==> config.mk <==
export PLATFORM = sky130hd
export DESIGN_NAME = dual_port_regbank
export DESIGN_NICKNAME = d
export VERILOG_FILES = /design/src/rtl/regbank_pkg.sv /design/src/rtl/addr_decode.sv /design/src/rtl/reg_store.sv /design/src/rtl/read_hold.sv /design/src/rtl/dual_port_regbank.sv
export SDC_FILE = /design/constraint.sdc
export NUM_CORES = 1
export LEC_CHECK = 0
export ABC_CLOCK_PERIOD_IN_PS = 1500
export BUFFER_PORTS_ARGS = -buffer_cell sky130_fd_sc_hd__buf_4
export CORE_ASPECT_RATIO = 0.5
export CORE_MARGIN = 2
export CORE_UTILIZATION = 55
export CTS_BUF_LIST = sky130_fd_sc_hd__clkbuf_8 sky130_fd_sc_hd__clkbuf_16
export DETAILED_ROUTE_END_ITERATION = 8
export HOLD_SLACK_MARGIN = 0.15
export PLACE_DENSITY = 0.75
export SLEW_MARGIN = 20
export SYNTH_ARGS = -nofsm -noshare
export SYNTH_HDL_FRONTEND = slang
export SYNTH_SLANG_ARGS = --single-unit
==> constraint.sdc <==
create_clock -name clk_i -period 1.5 [get_ports clk_i]
set_input_delay 0.3 -clock clk_i [delete_from_list [all_inputs] [get_ports clk_i]]
set_output_delay 0.3 -clock clk_i [all_outputs]
set_load 0.02 [all_outputs]
==> src/rtl/regbank_pkg.sv <==
package regbank_pkg;
  localparam int unsigned DEF_ADDR_W = 5;
  localparam int unsigned DEF_DATA_W = 8;
  localparam int unsigned DEF_NUM_REGS = 24;
endpackage

==> src/rtl/addr_decode.sv <==
module addr_decode #(
  parameter int unsigned ADDR_W = 5,
  parameter int unsigned NUM_REGS = 24
) (
  input  logic              en_i,
  input  logic [ADDR_W-1:0] addr_i,
  output logic [NUM_REGS-1:0] hit_o
);
  for (genvar i = 0; i < NUM_REGS; i++) begin : g_hit
    assign hit_o[i] = en_i && (addr_i == ADDR_W'(i));
  end
endmodule

==> src/rtl/reg_store.sv <==
module reg_store #(
  parameter int unsigned DATA_W = 8,
  parameter int unsigned NUM_REGS = 24
) (
  input  logic                              clk_i,
  input  logic                              rst_ni,
  input  logic [NUM_REGS-1:0]               a_hit_i,
  input  logic [DATA_W-1:0]                 a_wdata_i,
  input  logic [NUM_REGS-1:0]               b_hit_i,
  input  logic [DATA_W-1:0]                 b_wdata_i,
  output logic [NUM_REGS-1:0][DATA_W-1:0]   regs_o
);
  for (genvar i = 0; i < NUM_REGS; i++) begin : g_reg
    always_ff @(posedge clk_i or negedge rst_ni) begin
      if (!rst_ni)         regs_o[i] <= '0;
      else if (b_hit_i[i]) regs_o[i] <= b_wdata_i;  // write-only port has priority
      else if (a_hit_i[i]) regs_o[i] <= a_wdata_i;
    end
  end
endmodule

==> src/rtl/read_hold.sv <==
module read_hold #(
  parameter int unsigned ADDR_W = 5,
  parameter int unsigned DATA_W = 8,
  parameter int unsigned NUM_REGS = 24
) (
  input  logic                            clk_i,
  input  logic                            rst_ni,
  input  logic                            rd_i,
  input  logic [ADDR_W-1:0]               addr_i,
  input  logic [NUM_REGS-1:0][DATA_W-1:0] regs_i,
  output logic [DATA_W-1:0]               rdata_o
);
  logic [DATA_W-1:0] sel;

  always_comb begin
    sel = '0;
    for (int i = 0; i < NUM_REGS; i++)
      if (addr_i == ADDR_W'(i)) sel = regs_i[i];
  end

  // captures pre-write contents: bank updates on the same edge
  always_ff @(posedge clk_i or negedge rst_ni) begin
    if (!rst_ni)   rdata_o <= '0;
    else if (rd_i) rdata_o <= sel;
  end
endmodule

==> src/rtl/dual_port_regbank.sv <==
module dual_port_regbank
  import regbank_pkg::*;
#(
  parameter int unsigned ADDR_W = DEF_ADDR_W,
  parameter int unsigned DATA_W = DEF_DATA_W,
  parameter int unsigned NUM_REGS = DEF_NUM_REGS
) (
  input  logic              clk_i,
  input  logic              rst_ni,
  input  logic              a_rd_i,
  input  logic              a_wr_i,
  input  logic [ADDR_W-1:0] a_addr_i,
  input  logic [DATA_W-1:0] a_wdata_i,
  output logic [DATA_W-1:0] a_rdata_o,
  input  logic              b_wr_i,
  input  logic [ADDR_W-1:0] b_addr_i,
  input  logic [DATA_W-1:0] b_wdata_i
);
  logic [NUM_REGS-1:0]             a_hit, b_hit;
  logic [NUM_REGS-1:0][DATA_W-1:0] regs;

  addr_decode #(.ADDR_W(ADDR_W), .NUM_REGS(NUM_REGS)) u_dec_a (
    .en_i(a_wr_i), .addr_i(a_addr_i), .hit_o(a_hit));

  addr_decode #(.ADDR_W(ADDR_W), .NUM_REGS(NUM_REGS)) u_dec_b (
    .en_i(b_wr_i), .addr_i(b_addr_i), .hit_o(b_hit));

  reg_store #(.DATA_W(DATA_W), .NUM_REGS(NUM_REGS)) u_store (
    .clk_i(clk_i), .rst_ni(rst_ni),
    .a_hit_i(a_hit), .a_wdata_i(a_wdata_i),
    .b_hit_i(b_hit), .b_wdata_i(b_wdata_i),
    .regs_o(regs));

  read_hold #(.ADDR_W(ADDR_W), .DATA_W(DATA_W), .NUM_REGS(NUM_REGS)) u_rd (
    .clk_i(clk_i), .rst_ni(rst_ni), .rd_i(a_rd_i), .addr_i(a_addr_i),
    .regs_i(regs), .rdata_o(a_rdata_o));
endmodule

==> results.toml, run 1 <==
[worst_setup_path]
critPathCaptureType = "flop"
max_stage_delay_ns = 0.40
critPathKind = "flop to flop"
required_ns = 1.84
crit_start = "u_store.regs_o[1]$_DFFE_PN0P_"
r2r-start = "u_store.regs_o[1]$_DFFE_PN0P_"
startpoint_type = "flop"
crit_fanout = 2
cp_top_family = "compound AO/OA/AOI/OAI gates"
crit_chain = "mux2_4, a221oi_2, o22ai_2, a311oi_2, buf_4, o311a_4, o32ai_2"
arrival_ns = 2.25
cp.buffers_inverters = 1
critPathSlowestCell = "dfrtp_1"

[pwr]
ir_drop_mv = 0.933
power.leakage_uw = 0.00656
fin_total_pwr_uw = 17000
p_per_area_mw_per_mm2 = 1150

[synthesis]
synth_fp_nets = 1277
synth_seq_area_share_pct = 43.0
synthArstFlopShare_pct = 100
syn_area_sq_mm = 0.0116
synth_compound_area_share_pct = 17.4
synthMuxAreaShare_pct = 20.7
yosys.cell_types.count = 65
synthXorXnorAreaFrac_pct = 0
synth-simple-area-share_pct = 14.6
postSynthCellCount = 1246
yosysWarnings = 0
synth_adder_area_share_pct = 0
synth_edf_count = 0
synth-seq-cells = 200
avgSynthCellArea_sq_um = 9.34
synth_top_family_by_area = "multiplexers"
ys.flop_type = "dfrtp_1"

[flow_run]
cap_viol_max_count = 0

[worst_hold_path]
holdCritStartpoint = "a_rd_i"
min_path_type = "input port to flop"

[global_routing]
grt_antenna_before_repair = 0
globalRouteTotalUtil_pct = 40.6
grt_pass1_wl_um = 65600
grt_max_degree = 45
grt_pass1_vias = 10614
grt_overflow = 0

[timing]
hold_viol_final = 0
relSlewSlack_pct = 67.5
maxSlewViolCount = 0
fin_ws_ns = -0.403
setup_viol = 55
period_share_pct = 127
max_freq_ghz = 0.526
clock_skew_ns = 0.00835
rsz0062_at_grt = "true"
period_needed_ns = 1.90
worstMarginPinSlew_ns = 0.488

[status]
violations = "negative setup slack"
status = "finished, violations left"

[route]
viasPerCell = 6.42
wl_per_cell_um = 26.0
dr.pass1.iters = 7
ant_nets = 0
drc = 0
drt_iter0_drc = 1331
drt-total-wl_um = 44000
vias = 10843

[finish]
drive_gt1_share_pct = 27.0
final_cell_mix = "mux2i_1, dfrtp_1, buf_4"
final_common_cell = "mux2i_1"
fin_area_sq_mm = 0.0148
final_nets = 1434
areaGrowthSynthToFinish_pct = 27.0
antenna_cells = 0
fillerInstances = 1550

[clocking]
clkLatencyLatePin_ns = 0.47
clock-sinks = 200
cts_tree = "yes"
clock_tree.htree_level_count = 4
cts.path.max_buffers = 2
path_clk_slew_ns = 0.08
cts_buffers = 17
cts_root_buf = "clkbuf_16"

[floorplan]
core_area_sq_mm = 0.0206
dieHeight_um = 107
num_rows = 37
design.die.area_sq_mm = 0.0224
start_util_pct = 56.4
pin_count = 39
dieWidth_um = 210

[placed_design]
postPlaceCellArea_sq_mm = 0.0139
portBuffers = 38
dp_hpwl_um = 30200
gp_congestion = 0.994
## worst paths after layout
path	end	slack, ns	cells after the start
worst max-delay path	u_rd.rdata_o[1]$_DFFE_PN0P_	-0.40	7
worst min-delay path	u_rd.rdata_o[1]$_DFFE_PN0P_	0.20	2
worst max register to register	u_rd.rdata_o[1]$_DFFE_PN0P_	-0.40	7
worst min register to register	u_store.regs_o[19]$_DFFE_PN0P_	0.53	2
max in group asynchronous	u_store.regs_o[66]$_DFFE_PN0P_	0.55	3
min in group asynchronous	u_store.regs_o[172]$_DFFE_PN0P_	0.36	2
## registers in the layout (all words and copies together) (netlist names)
| name | flops |
|---|---|
| u_rd.rdata_o | 8 |
| u_store.regs_o | 192 |
## cell type report
class / instances / area (sq um) / area share, %
Clock inverter: 13 / 129 / 0.871
Inverter: 7 / 26.3 / 0.178
Clock buffer: 19 / 453 / 3.06
Sequential cell: 200 / 5000 / 33.8
Multi-Input combinational cell: 939 / 6490 / 43.9
Timing Repair Buffer: 238 / 2340 / 15.8
Tap cell: 273 / 342 / 2.31
## what timing repair did
item / 4_1_cts / 5_1_grt
hold endpoints to repair: 34 / 0
resized for setup: 27 / 18
endpoints found under the setup margin: 34 / 61
pin swaps: 9 / 8
setup buffers: 1 / 1
hold buffers: 1 / 0
## routing by layer
metal  vias up  part of all wire (%)  global-route usage (%)
li1       4781                     -                       -
met1      5359                    41                    53.4
met2       593                    45                    63.4
met3       110                    11                    13.2
met4         0                   3.2                    14.4
met5         -                     0                       0
## synthesized netlist by cell type, types with 9 or more instances
cell type	count	area share, %
mux2i_1	207	18
dfrtp_1	200	43
nor2_1	185	6.0
a21oi_1	182	7.8
nand2_1	79	2.5
o21ai_0	64	2.8
clkbuf_1	63	2.0
buf_2	22	0.95
nand3_1	19	0.82
nor2b_1	17	0.91
o22ai_1	15	0.81
nand2b_1	13	0.70
mux2_2	12	1.2
nor2_4	11	1.1
a211oi_1	9	0.58
buf_4	9	0.58
mux4_2	9	1.7
## power breakdown
part	switching, uW	total, uW	internal [uW]
sequential	1210	8060	6840
clock	2140	4670	2520
combinational	2260	4260	1990
## kinds of logic (layout without fill, tap and decap cells)
kind of cell,Yosys count,in the layout
AND/OR/NAND/NOR,364,364
AO/OA/AOI/OAI,347,347
multiplexers,228,228
flip-flops,200,200
buffers and inverters,107,277
## through the flow
step | hold WS (ns) | setup TNS (ns) | worst slack (ns) | std cells | util (%)
2_1_floorplan | 0.00441 | -2.12 | -0.132 | 1246 | -
3_3_place_gp | 0.283 | -62.04 | -0.663 | 1654 | 67.6
3_5_place_dp | 0.285 | -69.38 | -0.632 | 1654 | 67.6
4_1_cts | 0.183 | -3.78 | -0.387 | 1688 | 71.1
5_1_grt | 0.206 | -9.91 | -0.436 | 1689 | 71.6
6_report | 0.200 | -6.01 | -0.403 | 1689 | 71.6
(Power assumes the default switching activity.)
==> run 2, diff against run 1 <==
--- a/config.mk
+++ b/config.mk
@@ -5,7 +5,7 @@
 export SDC_FILE = /design/constraint.sdc
 export NUM_CORES = 1
 export LEC_CHECK = 0
-export ABC_CLOCK_PERIOD_IN_PS = 1500
+export ABC_CLOCK_PERIOD_IN_PS = 2460
 export BUFFER_PORTS_ARGS = -buffer_cell sky130_fd_sc_hd__buf_4
 export CORE_ASPECT_RATIO = 0.5
 export CORE_MARGIN = 2
@@ -13,8 +13,9 @@
 export CTS_BUF_LIST = sky130_fd_sc_hd__clkbuf_8 sky130_fd_sc_hd__clkbuf_16
 export DETAILED_ROUTE_END_ITERATION = 8
 export HOLD_SLACK_MARGIN = 0.15
-export PLACE_DENSITY = 0.75
+export PLACE_DENSITY = 0.72
 export SLEW_MARGIN = 20
 export SYNTH_ARGS = -nofsm -noshare
 export SYNTH_HDL_FRONTEND = slang
+export SYNTH_HIERARCHICAL = 1
 export SYNTH_SLANG_ARGS = --single-unit
==> constraint.sdc (replaced) <==
create_clock -name clk_i -period 2.46 [get_ports clk_i]
set_input_delay 0.492 -clock clk_i [delete_from_list [all_inputs] [get_ports clk_i]]
set_output_delay 0.492 -clock clk_i [all_outputs]
set_load 0.02 [all_outputs]
==> results.toml, run 2 <==
[placed_design]
pre_cts_ws_ns = 0.0133
dp_hpwl_um = 29800
gp_congestion = 1.04
dp.cells = 1607
portBuffers = 38

[route]
wl_per_cell_um = 27.1
drc = 0
drt_iter0_drc = 1398
drt-total-wl_um = 44400
ant_nets = 0
vias = 10490
dr.pass1.iters = 5
viasPerCell = 6.40

[synthesis]
synth_area_leaders = "dfrtp_1, mux2i_1, o21ai_1, nand2_1, buf_6"
postSynthCellCount = 1266
yosys.cell_types.count = 70
synth_common_cells = "mux2i_1, nand2_1, dfrtp_1"
yosysMostFrequentCell = "mux2i_1"
avgSynthCellArea_sq_um = 9.48
synth_edf_count = 0
ys.flop_type = "dfrtp_1"
yosysWarnings = 6
yosysTopAreaCell = "dfrtp_1"
syn_area_sq_mm = 0.0120
synthArstFlopShare_pct = 100
synth-seq-cells = 200
synth_fp_nets = 1297
synth_seq_area_share_pct = 41.7
synth_top_area_share_pct = 41.7

[timing]
maxSlewViolCount = 0
fin_ws_ns = 0.310
hold_ws_ns = 0.463
relSlewSlack_pct = 48.3
max_freq_ghz = 0.465
worstMarginPinSlew_ns = 0.776
hold_viol_final = 0
period_needed_ns = 2.15
setup_viol = 0
period_share_pct = 87.4
setup-tns-final_ns = 0
clock_skew_ns = 0.00664
rsz0062_at_grt = "false"

[floorplan]
core_area_sq_mm = 0.0215
pin_count = 39
design.die.area_sq_mm = 0.0231
dieHeight_um = 108
dieWidth_um = 213
num_rows = 38
start_util_pct = 55.7

[clocking]
clock-sinks = 200
cts_root_buf = "clkbuf_16"
cts_buffers = 17
path_clk_slew_ns = 0.07
cts.path.max_buffers = 2
clock_tree.htree_level_count = 4
ctsResizeCount = 0
postCtsSetupRepairBufs = 0
cts_tree = "yes"
clkLatencyLatePin_ns = 0.46

[pwr]
ir_drop_mv = 0.510
fin_total_pwr_uw = 9910
power.leakage_uw = 0.00518
p_per_area_mw_per_mm2 = 739

[global_routing]
gr-max-usage-layer = "met2"
grt_antenna_before_repair = 1
grtUsageMet3_pct = 11.4
globalRouteMet2Util_pct = 59.7
grt_pass1_vias = 10203
grtUsageMet1_pct = 53.9
globalRouteTotalUtil_pct = 39.7
grt_pass1_wl_um = 65200
grt_overflow = 0
grt_max_degree = 66

[flow_run]
cap_viol_max_count = 0

[worst_setup_path]
critPathSlowestCell = "a2111oi_1"
timing.rr.end = "u_rd/rdata_o[5]$_DFFE_PN0P_"
required_ns = 2.77
critPathKind = "flop to flop"
reg2reg_depth = 7
critPathCaptureType = "flop"
crit_chain = "mux4_2, nand2_1, o21ai_0, a2111oi_1, buf_4, a211o_1, a21oi_1"
max_stage_delay_ns = 0.56
crit_fanout = 2
r2r_slack_ns = 0.31
r2r-start = "u_store/regs_o[21]$_DFFE_PN0P_"
arrival_ns = 2.46
startpoint_type = "flop"

[finish]
areaGrowthSynthToFinish_pct = 11.8
final_common_cell = "mux2i_1"
multi_input_area_sq_mm = 0.00607
regArea_sq_mm = 0.00500
fin_cells = 1640
largest_reg_flops = 192
final_nets = 1358
biggestRegsByFlops = "u_store/regs_o: 192 flops, u_rd/rdata_o: 8 flops"
drive_gt1_share_pct = 16.5
antenna_cells = 0
final_cell_mix = "mux2i_1, nand2_1, dfrtp_1"
fillerInstances = 1866
top_register = "u_store/regs_o"

[worst_hold_path]
min_path_cells = 3
holdCritStartpoint = "b_wdata_i[2]"
min_path_type = "input port to flop"
holdPathEnd = "u_store/regs_o[82]$_DFFE_PN0P_"

[status]
status = "finished clean"
## run 2: cell types whose count changed after synthesis, sizes merged, moves of 53 or more
| cell | previous run | this run |
|---|---|---|
| a21oi | 182 | 36 |
| nor2 | 199 | 74 |
| o21ai | 76 | 230 |
| buf | 37 | 107 |
| clkbuf | 63 | 10 |
| nand2 | 86 | 216 |
## run 2: repair_timing
action / in CTS / in global routing
endpoints found under the setup margin: 0 / 0
hold endpoints to repair: 61 / 0
hold buffers: 1 / 0
## run 2: cell type report
type                       count  share of cell area, %
multi-input combinational    942                   45.3
sequential                   200                   37.3
timing repair buffer         159                   9.90
clock buffer                  19                   3.38
tap                          300                   2.80
clock inverter                13                   1.14
inverter                       7                  0.196
## run 2: where the power goes
group / switching (uW) / internal (uW) / leakage (uW)
sequential: 657 / 4110 / 0.00250
combinational: 1250 / 931 / 0.00238
clock: 1310 / 1650 / 0.000304
total: 3220 / 6690 / 0.00518
## run 2: how the worst max path moves through the flow
stage	from	depth (start not counted)	endpoint	slack (ns)
final	u_store/regs_o[21]$_DFFE_PN0P_	7	u_rd/rdata_o[5]$_DFFE_PN0P_	0.31
after global routing	u_store/regs_o[21]$_DFFE_PN0P_	7	u_rd/rdata_o[5]$_DFFE_PN0P_	0.29
after CTS	u_store/regs_o[21]$_DFFE_PN0P_	7	u_rd/rdata_o[5]$_DFFE_PN0P_	0.37
after detailed placement	a_addr_i[0]	8	u_rd/rdata_o[5]$_DFFE_PN0P_	0.01
after global placement	a_addr_i[2]	8	u_rd/rdata_o[4]$_DFFE_PN0P_	0.04
after floorplan	a_addr_i[2]	7	u_rd/rdata_o[3]$_DFFE_PN0P_	0.51
## run 2: through the flow
step / utilization (%) / area (sq um)
finish: 62.3 / 13400
global route: 62.3 / 13400
CTS: 62.3 / 13400
detailed placement: 59.4 / 12800
global placement: 59.4 / 12800
floorplan: - / 12000
## run 2: routing by layer
layer	up-vias	part of all wire (%)
met5	-	0.029
met3	88	10
met1	5185	43
met4	2	3.2
li1	4622	-
met2	593	44
## run 2: logic make-up (layout without fill, tap and decap cells)
family,count (synthesis),after routing,share of synthesized area [%]
AO/OA/AOI/OAI,346,346,16.7
buffers and inverters,124,198,7.67
flip-flops,200,200,41.7
multiplexers,237,237,20.6
AND/OR/NAND/NOR,359,359,13.3
## run 2: critical path: cells and delay by family, from the launching register on
family                 cells  cell delay (ns)
AOI/OAI and AO/OA          4             0.84
and+or+nand+nor            1             0.07
muxes                      1             0.47
buffers and inverters      1             0.20
DFF                        1             0.41
==> run 3, diff against run 2 <==
--- a/config.mk
+++ b/config.mk
@@ -5,7 +5,7 @@
 export SDC_FILE = /design/constraint.sdc
 export NUM_CORES = 1
 export LEC_CHECK = 0
-export ABC_CLOCK_PERIOD_IN_PS = 2460
+export ABC_CLOCK_PERIOD_IN_PS = 2500
 export BUFFER_PORTS_ARGS = -buffer_cell sky130_fd_sc_hd__buf_4
 export CORE_ASPECT_RATIO = 0.5
 export CORE_MARGIN = 2
==> constraint.sdc (replaced) <==
create_clock -name clk_i -period 2.5 [get_ports clk_i]
set_input_delay 0.5 -clock clk_i [delete_from_list [all_inputs] [get_ports clk_i]]
set_output_delay 0.5 -clock clk_i [all_outputs]
set_load 0.02 [all_outputs]
==> results.toml, run 3 (synthesized netlist as in run 2, its figures left out) <==
[finish]
final_cell_mix = "mux2i_1, nand2_1, dfrtp_1"
top_register = "u_store/regs_o"
final_nets = 1348
drive_gt1_share_pct = 15.8
antenna_cells = 0
biggestRegsByFlops = "u_store/regs_o: 192 flops, u_rd/rdata_o: 8 flops"
areaGrowthSynthToFinish_pct = 10.4
final_common_cell = "mux2i_1"
fillerInstances = 1857
largest_reg_flops = 192

[clocking]
clock_tree.htree_level_count = 4
path_clk_slew_ns = 0.07
cts_tree = "yes"
cts_buffers = 17
ctsResizeCount = 0
clock-sinks = 200
cts_root_buf = "clkbuf_16"
clkLatencyLatePin_ns = 0.46
cts.path.max_buffers = 2

[status]
status = "finished clean"

[pwr]
power.leakage_uw = 0.00510
sw_frac_of_total_pct = 32.9
fin_total_pwr_uw = 9440
ir_drop_mv = 0.566
clkPwrFrac_pct = 28.1
share_seq_of_total_power_pct = 49.4
share_comb_of_total_power_pct = 22.6
p_switching_uw = 3110
p_int_uw = 6330
p_per_area_mw_per_mm2 = 713

[timing]
worstMarginPinSlew_ns = 0.782
hold_ws_ns = 0.478
relSlewSlack_pct = 47.9
hold_viol_final = 0
period_needed_ns = 2.21
max_freq_ghz = 0.453
period_share_pct = 88.4
clock_skew_ns = 0.00838
maxSlewViolCount = 0
rsz0062_at_grt = "false"
setup_viol = 0

[worst_setup_path]
required_ns = 2.83
critPathCaptureType = "flop"
critPathSlowestCell = "dfrtp_1"
crit_fanout = 2
cp_num_cells = 7
cp_top_family = "compound AO/OA/AOI/OAI gates"
cp.buffers_inverters = 1
r2r-start = "u_store/regs_o[34]$_DFFE_PN0P_"
r2r_slack_ns = 0.29
max_stage_delay_ns = 0.40
crit_end = "u_rd/rdata_o[2]$_DFFE_PN0P_"
timing.rr.end = "u_rd/rdata_o[2]$_DFFE_PN0P_"
crit_chain = "mux2_1, a221o_1, a31oi_1, a311oi_1, buf_4, o311ai_1, a21oi_1"
arrival_ns = 2.54
critPathKind = "flop to flop"
startpoint_type = "flop"
crit_start = "u_store/regs_o[34]$_DFFE_PN0P_"
reg2reg_depth = 7

[floorplan]
core_area_sq_mm = 0.0215
dieWidth_um = 213
design.die.area_sq_mm = 0.0231
start_util_pct = 55.7
num_rows = 38
pin_count = 39
dieHeight_um = 108

[route]
dr.pass1.iters = 6
viasPerCell = 6.35
drt-total-wl_um = 44200
drc = 0
wl_met2_um = 19300
wl_met3_um = 4670
met1_length_um = 18900
ant_nets = 0
wl_per_cell_um = 27.1
drt_iter0_drc = 1316
vias = 10357
top_layer_used = "met4"

[global_routing]
grt_antenna_before_repair = 0
globalRouteTotalUtil_pct = 39.8
grt_overflow = 0
grt_pass1_vias = 10107
grt_max_degree = 53
grt_pass1_wl_um = 64700

[worst_hold_path]
min_path_type = "input port to flop"
holdCritStartpoint = "a_rd_i"
min_path_cells = 3

[placed_design]
portBuffers = 38
gp_congestion = 0.994
dp_hpwl_um = 29700

[flow_run]
cap_viol_max_count = 0
==> run 3: cell types whose count changed in the layout (fill, tap and decap cells not counted), sizes merged <==
cell / before / now
clkinv: 7 / 9
clkbuf: 20 / 19
clkinvlp: 1 / 0
inv: 9 / 11
bufinv: 3 / 1
buf: 157 / 147
==> run 3: through the flow <==
| stage | cells | worst slack (ns) | utilization [%] | area [sq um] | setup TNS [ns] |
|---|---|---|---|---|---|
| after CTS | 1630 | 0.329 | 61.5 | 13200 | 0 |
| after detailed placement | 1597 | -0.00800 | 58.9 | 12700 | -0.00800 |
| after global routing | 1630 | 0.191 | 61.5 | 13200 | 0 |
| final | 1630 | 0.291 | 61.5 | 13200 | 0 |
| after global placement | 1597 | -0.0260 | 58.9 | 12700 | -0.0260 |
| after floorplan | 1266 | 0.538 | - | 12000 | 0 |
==> run 3: area by class of cell <==
cell class	instances	area, sq um	area share (%)
Clock buffer	18	439	3.32
Clock inverter	14	108	0.813
Inverter	7	26.3	0.198
Multi-Input combinational cell	942	6070	45.9
Sequential cell	200	5000	37.8
Tap cell	300	375	2.83
Timing Repair Buffer	149	1210	9.18
==> run 3: how the worst min path moves through the flow <==
stage	to	slack (ns)
final	u_rd/rdata_o[4]$_DFFE_PN0P_	0.48
after detailed placement	u_store/regs_o[56]$_DFFE_PN0P_	0.50
after floorplan	u_rd/rdata_o[0]$_DFFE_PN0P_	0.20
after global placement	u_store/regs_o[54]$_DFFE_PN0P_	0.50
after global routing	u_store/regs_o[110]$_DFFE_PN0P_	0.47
after CTS	u_rd/rdata_o[4]$_DFFE_PN0P_	0.46
==> run 3: power groups by stage <==
stage / clock [uW] / combinational (uW) / sequential [uW]
final: 2650 / 2130 / 4660
after global routing: 2850 / 2300 / 4720
after CTS: 2680 / 2090 / 4650
after detailed placement: 0 / 2090 / 4690
after global placement: 0 / 2000 / 4690
after floorplan: 0 / 1390 / 4430
==> run 3: what timing repair did <==
action                                 in CTS  in global routing
endpoints found under the hold margin      47                  0
hold buffers                                1                  0
setup buffers                               0                  0
==> run 3: worst min-delay path: cells and delay by family <==
kind / cells / cell delay (ns)
compound gates: 2 / 0.21
buf+inv: 1 / 0.18
==> run 3: routing by layer <==
layer | vias to the layer above | global-route usage [%]
li1 | 4593 | -
met1 | 5091 | 54.1
met2 | 582 | 60.0
met3 | 91 | 12.1
met4 | 0 | 14.5
met5 | - | 0
